File: config.mk
export PLATFORM = sky130hd
export DESIGN_NAME = nand_ecc1b_corrector
export DESIGN_NICKNAME = d
export VERILOG_FILES = /design/src/rtl/ecc1b_pkg.sv /design/src/rtl/ecc1b_accum.sv /design/src/rtl/ecc1b_classify.sv /design/src/rtl/nand_ecc1b_corrector.sv
export SDC_FILE = /design/constraint.sdc
export NUM_CORES = 1
export LEC_CHECK = 0
export ABC_CLOCK_PERIOD_IN_PS = 8200
export BUFFER_PORTS_ARGS = -buffer_cell sky130_fd_sc_hd__buf_2
export CAP_MARGIN = 20
export CELL_PAD_IN_SITES_DETAIL_PLACEMENT = 1
export CELL_PAD_IN_SITES_GLOBAL_PLACEMENT = 2
export CORE_MARGIN = 1.5
export CORE_UTILIZATION = 25
export DETAILED_ROUTE_END_ITERATION = 10
export PLACE_DENSITY = 0.56
export SLEW_MARGIN = 20
export SYNTH_ARGS = -nofsm -noshare
export SYNTH_HDL_FRONTEND = slang
export SYNTH_SLANG_ARGS = --single-unit
File: constraint.sdc
create_clock -name clk -period 8.2 [get_ports clk]
set_input_delay 1.64 -clock clk [delete_from_list [all_inputs] [get_ports clk]]
set_output_delay 1.64 -clock clk [all_outputs]
set_load 0.005 [all_outputs]
File: src/rtl/ecc1b_pkg.sv
package ecc1b_pkg;

    localparam int HALF_W = 12;
    localparam int CODE_W = 2 * HALF_W;
    localparam int BIDX_W = 9;
    localparam int BPOS_W = 3;

    typedef enum logic [1:0] {
        ST_CLEAN    = 2'd0,
        ST_DATA_FIX = 2'd1,
        ST_CODE_FIX = 2'd2,
        ST_UNCORR   = 2'd3
    } ecc_status_e;

    // Parity contribution of one byte: {upper_half, lower_half}
    function automatic logic [CODE_W-1:0] byte_terms(
        input logic [BIDX_W-1:0] idx,
        input logic [7:0]        data
    );
        logic [HALF_W-1:0] up;
        logic [HALF_W-1:0] dn;
        logic [7:0]        sel;
        logic              par;
        par = ^data;
        for (int k = 0; k < BPOS_W; k++) begin
            for (int j = 0; j < 8; j++) begin
                sel[j] = ((j >> k) & 1) != 0;
            end
            up[k] = ^(data & sel);
            dn[k] = ^(data & ~sel);
        end
        for (int k = 0; k < BIDX_W; k++) begin
            up[k+BPOS_W] = par & idx[k];
            dn[k+BPOS_W] = par & ~idx[k];
        end
        return {up, dn};
    endfunction

    // Raw word carries one half in 11:0, the other in 27:16
    function automatic logic [CODE_W-1:0] pack_code(input logic [27:0] raw);
        return ~{raw[27:16], raw[11:0]};
    endfunction

endpackage

File: src/rtl/ecc1b_accum.sv
module ecc1b_accum
    import ecc1b_pkg::*;
#(
    parameter int BLOCK_BYTES = 512
) (
    input  logic              clk,
    input  logic              rst_n,
    input  logic              restart,
    input  logic              in_valid,
    input  logic [7:0]        in_byte,
    output logic [CODE_W-1:0] code_out,
    output logic              code_valid
);
    localparam int CNT_W = (BLOCK_BYTES > 1) ? $clog2(BLOCK_BYTES) : 1;
    localparam logic [CNT_W-1:0] LAST_C = CNT_W'(BLOCK_BYTES - 1);

    typedef struct packed {
        logic [CNT_W-1:0]  cnt;
        logic [HALF_W-1:0] up;
        logic [HALF_W-1:0] dn;
        logic [CODE_W-1:0] code;
        logic              done;
    } acc_s;

    acc_s acc_d, acc_q;

    logic [CNT_W-1:0]  base_cnt;
    logic [HALF_W-1:0] base_up, base_dn, new_up, new_dn;
    logic [CODE_W-1:0] terms;

    always_comb begin
        acc_d      = acc_q;
        acc_d.done = 1'b0;
        base_cnt   = restart ? '0 : acc_q.cnt;
        base_up    = restart ? '0 : acc_q.up;
        base_dn    = restart ? '0 : acc_q.dn;
        terms      = byte_terms(BIDX_W'(base_cnt), in_byte);
        new_up     = base_up ^ terms[CODE_W-1:HALF_W];
        new_dn     = base_dn ^ terms[HALF_W-1:0];
        acc_d.cnt  = base_cnt;
        acc_d.up   = base_up;
        acc_d.dn   = base_dn;
        if (in_valid) begin
            if (base_cnt == LAST_C) begin
                acc_d.code = pack_code({4'b0, new_up, 4'b0, new_dn});
                acc_d.done = 1'b1;
                acc_d.cnt  = '0;
                acc_d.up   = '0;
                acc_d.dn   = '0;
            end else begin
                acc_d.cnt  = base_cnt + 1'b1;
                acc_d.up   = new_up;
                acc_d.dn   = new_dn;
            end
        end
    end

    always_ff @(posedge clk or negedge rst_n) begin
        if (!rst_n) begin
            acc_q      <= '0;
            acc_q.code <= '1;
        end else begin
            acc_q <= acc_d;
        end
    end

    assign code_out   = acc_q.code;
    assign code_valid = acc_q.done;

    assert_pulse_after_last_R1: assert property (@(posedge clk) disable iff (!rst_n)
        (in_valid && !restart && acc_q.cnt == LAST_C) |=> code_valid);
    assert_pulse_has_cause_R1: assert property (@(posedge clk) disable iff (!rst_n)
        code_valid |-> $past(in_valid));
    assert_code_holds_R1: assert property (@(posedge clk) disable iff (!rst_n)
        !code_valid |-> $stable(code_out));
    assert_clear_after_block_R4: assert property (@(posedge clk) disable iff (!rst_n)
        code_valid |-> (acc_q.cnt == '0 && acc_q.up == '0 && acc_q.dn == '0));
    assert_restart_clears_R5: assert property (@(posedge clk) disable iff (!rst_n)
        (restart && !in_valid) |=> (acc_q.cnt == '0 && acc_q.up == '0 && acc_q.dn == '0));

endmodule

File: src/rtl/ecc1b_classify.sv
module ecc1b_classify
    import ecc1b_pkg::*;
#(
    parameter int BLOCK_BYTES = 512
) (
    input  logic              clk,
    input  logic              rst_n,
    input  logic              chk_req,
    input  logic [CODE_W-1:0] stored,
    input  logic [CODE_W-1:0] calc,
    output logic              res_valid,
    output ecc_status_e       res_status,
    output logic [BIDX_W-1:0] res_byte,
    output logic [BPOS_W-1:0] res_bit
);
    typedef struct packed {
        logic              valid;
        ecc_status_e       status;
        logic [BIDX_W-1:0] byte_idx;
        logic [BPOS_W-1:0] bit_idx;
    } res_s;

    res_s res_d, res_q;

    logic [CODE_W-1:0] diff;
    logic [HALF_W-1:0] fold;

    always_comb begin
        res_d       = res_q;
        res_d.valid = chk_req;
        diff        = stored ^ calc;
        fold        = diff[CODE_W-1:HALF_W] ^ diff[HALF_W-1:0];
        if (chk_req) begin
            res_d.byte_idx = '0;
            res_d.bit_idx  = '0;
            if (diff == '0) begin
                res_d.status = ST_CLEAN;
            end else if (fold == '1) begin
                if (int'(diff[CODE_W-1:CODE_W-BIDX_W]) < BLOCK_BYTES) begin
                    res_d.status   = ST_DATA_FIX;
                    res_d.byte_idx = diff[CODE_W-1:CODE_W-BIDX_W];
                    res_d.bit_idx  = diff[HALF_W+BPOS_W-1:HALF_W];
                end else begin
                    res_d.status = ST_UNCORR;
                end
            end else if ($onehot(diff)) begin
                res_d.status = ST_CODE_FIX;
            end else begin
                res_d.status = ST_UNCORR;
            end
        end
    end

    always_ff @(posedge clk or negedge rst_n) begin
        if (!rst_n) begin
            res_q <= '0;
        end else begin
            res_q <= res_d;
        end
    end

    assign res_valid  = res_q.valid;
    assign res_status = res_q.status;
    assign res_byte   = res_q.byte_idx;
    assign res_bit    = res_q.bit_idx;

    assert_result_latency_R6: assert property (@(posedge clk) disable iff (!rst_n)
        chk_req |=> res_valid);
    assert_no_spurious_R6: assert property (@(posedge clk) disable iff (!rst_n)
        !chk_req |=> !res_valid);
    assert_clean_iff_equal_R6: assert property (@(posedge clk) disable iff (!rst_n)
        chk_req |=> ((res_status == ST_CLEAN) == ($past(stored) == $past(calc))));
    assert_loc_in_range_R8: assert property (@(posedge clk) disable iff (!rst_n)
        (res_valid && res_status == ST_DATA_FIX) |-> (int'(res_byte) < BLOCK_BYTES));
    assert_loc_zero_R9: assert property (@(posedge clk) disable iff (!rst_n)
        (res_valid && res_status != ST_DATA_FIX) |-> (res_byte == '0 && res_bit == '0));

endmodule

File: src/rtl/nand_ecc1b_corrector.sv
module nand_ecc1b_corrector
    import ecc1b_pkg::*;
#(
    parameter int BLOCK_BYTES = 512
) (
    input  logic        clk,
    input  logic        rst_n,
    input  logic        restart,
    input  logic        in_valid,
    input  logic [7:0]  in_byte,
    output logic [23:0] code_out,
    output logic        code_valid,
    input  logic        chk_req,
    input  logic [23:0] chk_stored,
    output logic        res_valid,
    output logic [1:0]  res_status,
    output logic [8:0]  res_byte,
    output logic [2:0]  res_bit
);
    ecc_status_e status_w;

    ecc1b_accum #(.BLOCK_BYTES(BLOCK_BYTES)) u_accum (
        .clk        (clk),
        .rst_n      (rst_n),
        .restart    (restart),
        .in_valid   (in_valid),
        .in_byte    (in_byte),
        .code_out   (code_out),
        .code_valid (code_valid)
    );

    ecc1b_classify #(.BLOCK_BYTES(BLOCK_BYTES)) u_classify (
        .clk        (clk),
        .rst_n      (rst_n),
        .chk_req    (chk_req),
        .stored     (chk_stored),
        .calc       (code_out),
        .res_valid  (res_valid),
        .res_status (status_w),
        .res_byte   (res_byte),
        .res_bit    (res_bit)
    );

    assign res_status = status_w;

endmodule

## Word level (Yosys, flattened, before mapping)

Cells that the tools add are included.

- Register bits: 73
- Input port bits: 37
- Output and inout port bits: 40
- Word-level logic and storage cells: 88

- $add $sub $neg: 24
- Eq/ne operators: 3
- Mux-type cells: 11
- Bitwise operators: 32
- Reduce and logical (&&, ||, !) cells: 9

Operators with widths:

| kind | count |
|---|---|
| $mux W58 | 1 |
| $reduce_xor A8 Y1 | 7 |
| $add A5 B5 Y5 | 11 |
| $mux W12 | 4 |
| $xor A12 B12 Y12 | 3 |
| $mux W33 | 1 |
| $mux W25 | 1 |
| $add A1 B1 Y2 | 12 |
| $logic_not A24 Y1 | 1 |
| $not A24 Y24 | 1 |
| $xor A24 B24 Y24 | 1 |
| $and A1 B1 Y1 | 18 |
| $eq A12 B12 Y1 const B | 1 |
| $add A9 B1 Y9 const B | 1 |
| $eq A9 B9 Y1 const B | 1 |
| $mux W9 | 1 |
| $not A1 Y1 | 9 |
| $eq A5 B1 Y1 const B | 1 |
| $mux W2 | 2 |
| $reduce_and A2 Y1 | 1 |
| $mux W1 | 1 |

## Logic depth before layout (Yosys ltp)

- Depth in word-level cells: 10
- Depth in mapped cells: 18
- Gate-level depth less buffers: 18

## Modules after synthesis

A second synthesis with hierarchy kept.

- Cell total of the unflattened synthesis: 538
- Area total of the unflattened synthesis: 5397.7 um^2

By module, submodules not included:

| module | times used | cells each | area each (um^2) | seq. area each (um^2) |
|---|---|---|---|---|
| ecc1b_accum | 1 | 367 | 3470.8 | 1481.4 |
| ecc1b_classify | 1 | 171 | 1926.8 | 375.4 |

## Worst setup path after synthesis

No wires, ideal clock.

- Kind: input -> register
- Start point: input port chk_stored[22]
- End point: register u_classify.res_q (netlist bit u_classify.res_status[0])
- Library setup time: 0.126 ns
- Arrival time: 5.885 ns
- Data required time: 8.074 ns
- Setup slack: 2.189 ns
- Stages on the path: 16
- Path buffers: 0
- Cell sequence: xnor2_1 -> inv_1 -> ha_1 -> fa_1 -> inv_1 -> fa_1 -> fa_1 -> fa_1 -> inv_1 -> fa_1 -> ha_1 -> fa_1 -> xnor2_1 -> nand3_1 -> o21ai_0 -> nand3_1

- Longest elaborated chain between the ends: 9
- Elaborated cells on any way between the ends: 12
- Classes of those cells: add/sub (4); eq/ne (2); mux (3); bitwise (2); reduce/logical (1)

Ends and longest elaborated chain:

| item | RTL line | RTL |
|---|---|---|
| from (decl) | nand_ecc1b_corrector.sv:14 | `input logic [23:0] chk_stored,` |
| $xor A24 B24 Y24 (*) | ecc1b_classify.sv:31 | `diff = stored ^ calc;` |
| $add A1 B1 Y2 (not written as such) | ecc1b_classify.sv:46 | `end else if ($onehot(diff)) begin` |
| $add A5 B5 Y5 (not written as such) (3 in series) | ecc1b_classify.sv:46 |  |
| $eq A5 B1 Y1 | ecc1b_classify.sv:46 |  |
| $mux W1 | ecc1b_classify.sv:46 |  |
| $mux W2 | ecc1b_classify.sv:38 | `end else if (fold == '1) begin` |
| $mux W2 (*) | ecc1b_classify.sv:36 | `if (diff == '0) begin` |
| to (signal assigned) | ecc1b_classify.sv:58 | `res_q <= res_d;` |
| to (decl) | ecc1b_classify.sv:23 | `res_s res_d, res_q;` |

Every way passes the cells marked *; elsewhere a longest branch is shown, timed or not.
A chain may end at the register's enable or synchronous reset.

## Worst setup path after layout

- Start point: input port chk_stored[23]
- End point: register u_classify.res_q (netlist bit u_classify.res_status[0])

Same word-level chain as after synthesis.

==> impl_metrics.csv <==
group,metric,value,unit
layout,fillCellCount,2475,
pwr,p_leak,2.80,nW
global_routing,antenna_found_initial,0,
logic_synthesis,avgSynthCellArea,9.25,sq um
timing,relSlewSlack,34.1,%
detailed_routing,drt_wl_total,16900,microns
clocking,clock-sinks,73,
logic_synthesis,yosysTopAreaCellShare,22.7,%
setup_path,rr_worst_depth,16,
layout,diodes,0,
outcome,status,"finished, final reports clean",
setup_path,critPathMaxFanout,4,
global_routing,grt_max_degree,57,
pwr,power_density,210,mW/mm^2
global_routing,grt_pass1_wl,26800,microns
clocking,cts.path.max_buffers,2,
clocking,post_cts_resized,0,
timing,period_share,74.7,%
placed_design,portBuffers,76,
layout,final_util,29.2,%
detailed_routing,wl_per_cell,18.7,microns
floorplanning,io_pins,77,
setup_path,arrival,6.35,ns
detailed_routing,vias,4229,
floorplanning,die_h,150,microns
layout,drive_above_1_share,20.0,%
detailed_routing,dr.pass1.iters,4,
logic_synthesis,synth.distinct_cells,41,
setup_path,timing.rr.start,"u_accum.code_out[23]",
setup_path,cp-end-kind,"flip-flop",
logic_synthesis,synth-edff-count,0,
detailed_routing,ant_nets,0,
layout,final_area,0.00615,sq mm
clocking,clk_pin_slew,0.06,ns
logic_synthesis,synth_area_leaders,"dfrtp_1 23%, dfstp_2 12%, xnor2_1 9.1%, ha_1 7.4%, fa_1 7.1%",
global_routing,grtUsageTotal,15.9,%
flow_run,drv_cap,0,
logic_synthesis,synthFlopType,"dfrtp_1",
detailed_routing,vias_per_cell,4.68,
timing,setup_violations,0,
clocking,cts_tree,"built",
layout,fin_nets,712,
layout,seqCellArea,0.00186,sq mm
global_routing,grt.overflow.total,0,
setup_path,path_class,"in2reg",
timing,finalSetupTns,0,ns
layout,syn_to_final_growth,14.1,%
logic_synthesis,synthCells,583,
logic_synthesis,syn-num-nets,671,
clocking,clk_latency,0.35,ns
logic_synthesis,ys_warn_count,0,
placed_design,dp_cells,888,
floorplanning,fp-row-count,53,
timing,finalClockSkew,0.00841,ns
timing,tightest_slew,0.982,ns
clocking,h-tree-depth,3,
setup_path,required,8.43,ns
clocking,post_cts_buffers,0,
clocking,cts_hold_buf,0,
placed_design,dp_hpwl,12200,microns
detailed_routing,drt-initial-drc-count,175,
worst_hold_path,hold_class,"reg2reg",
logic_synthesis,yosysSeqAreaShare,34.4,%
timing,rsz0062_at_grt,"no",
pwr,peakVddDrop,0.109,mV
placed_design,placed_cell_area,0.00588,sq mm
timing,fin_crit,6.12,ns
logic_synthesis,async_flop_share,100,%
logic_synthesis,synth_commonest_cells,"67 x inv_1, 56 x xnor2_1, 49 x dfrtp_1",
clocking,cts_inserted_buffers,9,
floorplanning,start_util,25.6,%
logic_synthesis,synthMostInstantiatedCell,"inv_1",
timing,fmax,163,MHz
worst_hold_path,min_from,"u_accum.code_out[2]",
layout,multiInputGateArea,0.00300,sq mm
layout,final_cells,904,
timing,slew_violations,0,
logic_synthesis,synth_top_cell_by_area,"dfrtp_1",
setup_path,r2r_slack,3.05,ns
timing,hold_violations,0,
global_routing,grt_pass1_vias,4599,
setup_path,endpoint,"u_classify.res_status[0]",
logic_synthesis,syn_area,0.00539,sq mm
floorplanning,chipWidth,150,microns
clocking,root_buffer,"clkbuf_16",
setup_path,crit_start,"chk_stored[23]",
floorplanning,core_area,0.0211,sq mm
setup_path,worst_setup_path_start_kind,"primary input",
floorplanning,dieArea,0.0225,sq mm
detailed_routing,remaining_drc_errors,0,
placed_design,gp_congestion,0.784,
logic_synthesis,ys_ff_latch,73,
setup_path,r2r_end,"u_classify.res_status[0]",
how the worst min path moves through the flow:
stage | end | cells past startpoint
floorplan | u_accum.code_out[10] | 1
global placement | u_accum.code_out[5] | 1
detailed placement | u_accum.code_out[6] | 1
CTS | u_accum.code_out[12] | 2
global route | u_accum.code_out[12] | 2
finish | u_accum.code_out[2] | 2
final cells by class:
type	instances	area share [%]
multi-input cells	390	48.8
flip-flops and latches	73	30.2
repair buffers	81	6.83
well taps	275	5.59
clock buffers	15	4.35
inverters	69	4.21
clock inverters	1	0.0813
flip-flops by register name, summed over array words and instances, names as in the netlist:
register and cells:
u_accum.acc_q 33, u_accum.code_out 24, u_classify.res_byte 9, u_classify.res_bit 3, u_classify.res_status 2, u_accum.code_valid 1, u_classify.res_valid 1
critical path: stages:
cell	delay, ns
buf_2	0.10
xnor2_1	0.44
inv_1	0.09
ha_1	0.22
fa_1	0.53
inv_1	0.05
fa_1	0.52
fa_1	0.52
fa_1	0.54
inv_1	0.05
fa_1	0.47
ha_1	0.24
fa_1	0.38
xnor2_1	0.18
nand3_1	0.09
o21ai_0	0.17
nand3_1	0.09
per-layer routing:
metal | global-route usage (%) | wire, microns | vias to the layer above
li1 | - | - | 2026
met1 | 20.1 | 7500 | 2137
met2 | 27.5 | 8660 | 49
met3 | 2.53 | 393 | 17
met4 | 5.25 | 325 | 0
met5 | 0 | 0 | -
cell families (layout without fill, tap and decap cells):
| group | Yosys count | after routing | share of synthesized area (%) |
|---|---|---|---|
| AO/OA/AOI/OAI | 97 | 97 | 13.4 |
| XOR/XNOR | 62 | 62 | 10.5 |
| buffers and inverters | 120 | 166 | 10.3 |
| flip-flops | 73 | 73 | 34.4 |
| multiplexers | 6 | 6 | 1.11 |
| AND/OR/NAND/NOR | 174 | 174 | 15.8 |
| adder cells (fa/ha/maj) | 51 | 51 | 14.5 |
placed cells by master, fill, tap and decap left out, drive strengths merged, types with 3 or more instances in the layout:
cell type / instances
a211o: 3
a211oi: 15
o21ai: 13
xnor2: 58
nand4: 9
nor2b: 10
o211ai: 9
a21oi: 6
o31ai: 14
nor3: 25
ha: 32
nor2: 41
dfrtp: 49
nand2b: 18
nand3: 14
buf: 81
and3: 4
a32oi: 12
dfstp: 24
inv: 67
xor2: 4
fa: 19
mux2i: 6
or3: 6
nor4: 4
a31oi: 6
nand2: 42
clkbuf: 15
clkinv: 3
o2bb2ai: 16
per-stage QoR:
step / setup WS, ns / hold slack (ns) / power (mW)
2_1_floorplan: 2.19 / 0.436 / 0.797
4_1_cts: 2.01 / 0.482 / 1.32
3_5_place_dp: 1.65 / 0.469 / 0.927
3_3_place_gp: 1.79 / 0.458 / 0.906
5_1_grt: 1.80 / 0.487 / 1.42
6_report: 2.08 / 0.476 / 1.29
where the power goes:
group | leakage (nW) | internal [mW] | switching (mW) | total [mW]
registers | 0.899 | 0.392 | 0.0220 | 0.414
logic | 1.77 | 0.212 | 0.288 | 0.500
clock network | 0.134 | 0.222 | 0.159 | 0.380
total | 2.80 | 0.826 | 0.468 | 1.29
Power figures use the tool's default switching activity.
